===== config.mk =====
export PLATFORM = sky130hd
export DESIGN_NAME = pte_perm_check
export DESIGN_NICKNAME = d
export VERILOG_FILES = /design/src/rtl/pte_perm_check.sv
export SDC_FILE = /design/constraint.sdc
export NUM_CORES = 1
export LEC_CHECK = 0
export ABC_AREA = 1
export BUFFER_PORTS_ARGS = -buffer_cell sky130_fd_sc_hd__buf_2
export CAP_MARGIN = 20
export CORE_MARGIN = 3
export CORE_UTILIZATION = 34
export CTS_CLUSTER_SIZE = 25
export DETAILED_ROUTE_END_ITERATION = 12
export PLACE_DENSITY = 0.75
export SLEW_MARGIN = 0
export SYNTH_ARGS = -nofsm -noshare
export SYNTH_HDL_FRONTEND = slang
export SYNTH_SLANG_ARGS = --single-unit

===== constraint.sdc =====
create_clock -name clk -period 0.8 [get_ports clk]
set_input_delay 0.12 -clock clk [delete_from_list [all_inputs] [get_ports clk]]
set_output_delay 0.12 -clock clk [all_outputs]
set_load 0.02 [all_outputs]

===== src/rtl/pte_perm_check.sv =====
module pte_perm_check #(
  parameter bit REGISTER_OUT = 1'b1,
  parameter int PTE_W        = 64,
  parameter int PPN_LO       = 10,
  parameter int PPN_W        = 44,
  parameter int CAUSE_W      = 4
) (
  input  logic               clk,
  input  logic               rst_n,
  input  logic               in_valid,
  input  logic [PTE_W-1:0]   pte,
  input  logic [1:0]         access,
  input  logic [1:0]         priv,
  input  logic               mxr,
  input  logic               sum,
  input  logic [2:0]         fail_kind,
  output logic               out_valid,
  output logic               is_invalid,
  output logic               is_pointer,
  output logic               is_leaf,
  output logic               granted,
  output logic               priv_error,
  output logic               upd_needed,
  output logic [7:0]         upd_attr,
  output logic [CAUSE_W-1:0] exc_cause,
  output logic [PPN_W-1:0]   ppn
);
  localparam int PPN_HI = PPN_LO + PPN_W - 1;
  localparam int OUT_W  = 6 + 8 + CAUSE_W + PPN_W;

  logic [7:0] attr;
  logic v, r, w, x, u, a, d;
  assign attr = pte[7:0];
  assign {d, a, u, x, w, r, v} = {attr[7:6], attr[4:0]};

  logic unused_bits;
  assign unused_bits = ^{pte[PTE_W-1:PPN_HI+1], pte[PPN_LO-1:8], attr[5]};

  logic bad, ptr, rd_ok, base_ok, mode_ok, perr, store, upd_d, upd;
  logic [CAUSE_W-1:0] cause;

  assign bad   = !v || (w && !r);
  assign ptr   = !bad && !r && !w && !x;
  assign rd_ok = r || (x && mxr);
  assign store = access[1];
  assign perr  = priv[1];

  always_comb begin
    case (access)
      2'd0:    base_ok = x;
      2'd1:    base_ok = rd_ok;
      2'd2:    base_ok = w;
      default: base_ok = w && rd_ok;
    endcase
    if (priv == 2'd0)
      mode_ok = u && base_ok;
    else if (access == 2'd0)
      mode_ok = !u && x;
    else
      mode_ok = (!u || sum) && base_ok;
  end

  assign upd_d = store && !d;
  assign upd   = !a || upd_d;

  always_comb begin
    case (access)
      2'd0:    cause = (fail_kind == 3'd0) ? CAUSE_W'(1) : CAUSE_W'(12);
      2'd1:    cause = (fail_kind == 3'd0) ? CAUSE_W'(5) : CAUSE_W'(13);
      default: cause = (fail_kind == 3'd0) ? CAUSE_W'(7) : CAUSE_W'(15);
    endcase
  end

  logic [OUT_W-1:0] nxt, cur;
  assign nxt = {bad, ptr, !bad && !ptr, mode_ok && !perr, perr, upd,
                attr | {upd_d, upd, 6'b0}, cause, pte[PPN_HI:PPN_LO]};

  generate
    if (REGISTER_OUT) begin : g_reg
      logic vld_q;
      always_ff @(posedge clk or negedge rst_n) begin
        if (!rst_n) begin
          vld_q <= 1'b0;
          cur   <= '0;
        end else begin
          vld_q <= in_valid;
          cur   <= nxt;
        end
      end
      assign out_valid = vld_q;
    end else begin : g_comb
      logic unused_clk;
      assign unused_clk = clk ^ rst_n;
      assign cur        = nxt;
      assign out_valid  = in_valid;
    end
  endgenerate

  assign {is_invalid, is_pointer, is_leaf, granted, priv_error, upd_needed,
          upd_attr, exc_cause, ppn} = cur;
endmodule


==> metrics.yaml <==
clockBufferDepth: 2
synthCells: 98
nFillCells: 272
avgViaCountPerCell: 4.31
finalSetupViolCount: 63
hp-class: "in2reg"
yosys.area.top_type_share_pct: 91.8
period_minus_slack_ps: 993
gp_congestion: 0.751
final.setup.tns_ps: -10300
layout.nets: 367
vias: 1563
initial_core_util_pct: 35.7
wl_mm: 6.80
synthToLayoutAreaGrowth_pct: 110
first_iter_violations: 67
path_class: "reg2out"
layout_setup_ws_ps: -193
io_buffers: 126
drcViolationCount: 0
die_w_um: 77.1
utilization_pct: 75.0
worst-path-buf-inv: 1
synth_cell_types: 11
p_leak_nw: 1.81
drv_cap: 0
pre_cts_slack_ps: 47.0
num_antenna_cells: 0
synth_area_per_cell_um2: 17.5
grt_overflow: 0
hpwl_mm: 3.25
drive_gt1_share_pct: 48.6
syn_area_mm2: 0.00172
syn_nets: 174
regArea_mm2: 0.00158
yosysMostFrequentCell: "dfrtp_1"
grt_max_degree: 37
cts_root_buf: "clkbuf_8"
path_clk_slew_ps: 60
dr.pass1.iters: 5
coreArea_mm2: 0.00482
period_share_pct: 124
arrival_ps: 870
antenna_found_initial: 0
ys_async_sr_fraction_pct: 100
finalHoldViolations: 0
cp-end-kind: "output pin"
yosysTopAreaCell: "dfrtp_1"
rsz0062_at_grt: "true"
synth_edf_count: 0
slew_violations: 0
power_density_mw_per_mm2: 2060
routedWlPerCell_um: 18.7
cp_cell_sequence: "buf_6"
ys_ff_latch: 63
grt_pass1_wl_mm: 10.6
clkSinkCount: 63
grt_usage_pct: 24.5
fmax_mhz: 1010
htree_levels: 3
num_rows: 25
grt_pass1_vias: 1770
multi_input_area_um2: 108
ys_top_cells_by_count: "dfrtp_1 (63), inv_1 (9), nand2_1 (9), nor2_1 (9), o21ai_0 (2)"
die_h_um: 77.1
synth.area.top_cells: "dfrtp_1 (92%), inv_1 (2.0%), nand2_1 (2.0%), nor2_1 (2.0%), o21ai_0 (0.58%)"
crit_slowest_cell: "dfrtp_1"
required_ps: 680
timing.hold.ws_ps: 19.0
critical_path.top_delay_family: "flip-flops"
die-area_mm2: 0.00594
violations: "setup timing"
yosysWarnings: 0
cp-start-kind: "flip-flop"
synthFlopType: "dfrtp_1"
power_mw: 7.46
outcome: "complete, but fails checks"
cts_tree: "yes"
crit_fanout: 1
cts_made_buffers: 9
ys_seq_area_share_pct: 91.8
vdd_drop_max_mv: 0.986
ios: 139
final_antenna_net_count: 0
critPathMaxStageDelay_ps: 410
## through the flow
| step | instance area (um^2) | std cells |
|---|---|---|
| 2_1_floorplan | 1720 | 98 |
| 3_3_place_gp | 2460 | 292 |
| 3_5_place_dp | 2460 | 292 |
| 4_1_cts | 3620 | 364 |
| 5_1_grt | 3610 | 363 |
| 6_report | 3610 | 363 |
## cell families after synthesis
logic type	after synthesis	synth area share (%)
compound gates	2	0.583
flops	63	91.8
buf+inv	10	2.18
simple gates	22	5.24
other cells	1	0.218
## routing by layer
layer  share of wire (%)  up-vias  global-route usage [%]  wire [um]
met5                   0        -                       0          0
met4                 1.1        0                    9.07         72
met3                 7.9        6                    7.51        537
met2                  52      104                    42.7       3560
met1                  39      774                    28.5       2630
li1                    -      679                       -          -
## where the power goes
part	internal [mW]	leakage (nW)	switching (mW)
registers	3.35	0.730	0.0974
clock network	1.70	0.103	1.18
logic	0.617	0.977	0.513
total	5.66	1.81	1.79
## flip-flops by register name, indices dropped and copies added, names as in the netlist
signal / flops
out_valid: 1
cur: 62
## cell usage in the layout, fill, tap and decap left out, types with 2 or more instances in the layout
cell type,netlist,routed
buf_2,0,63
buf_6,0,63
clkbuf_1,1,2
clkbuf_8,0,12
dfrtp_1,63,63
dlygate4sd3_1,0,55
inv_1,9,9
nand2_1,9,9
nor2_1,9,9
## repair_timing
action / in CTS / in global routing
pin swaps: 0 / 1
endpoints found under the setup margin: 63 / 67
hold buffers: 56 / 0
buffers inserted: 0 / 0
endpoints found under the hold margin: 118 / 0
gates resized for setup: 126 / 2
## cell type report
cell class              instances  share of cell area [%]
clock buffers                  14                    4.78
clock inverters                 2                    1.04
repair buffers                183                    44.3
well taps                      67                    2.32
flip-flops and latches         63                    43.6
inverters                       9                   0.935
multi-input cells              25                    2.98
## worst paths after layout
kind | slack, ps | endpoint | from | cells after the start
max | -190 | upd_needed | cur[56] | 1
min | 20 | cur[60] | pte[1] | 2
max in group asynchronous | 150 | cur[25] | rst_n | 3
min in group asynchronous | 330 | cur[12] | rst_n | 3
Note: power is estimated with default switching activity, not from simulation.
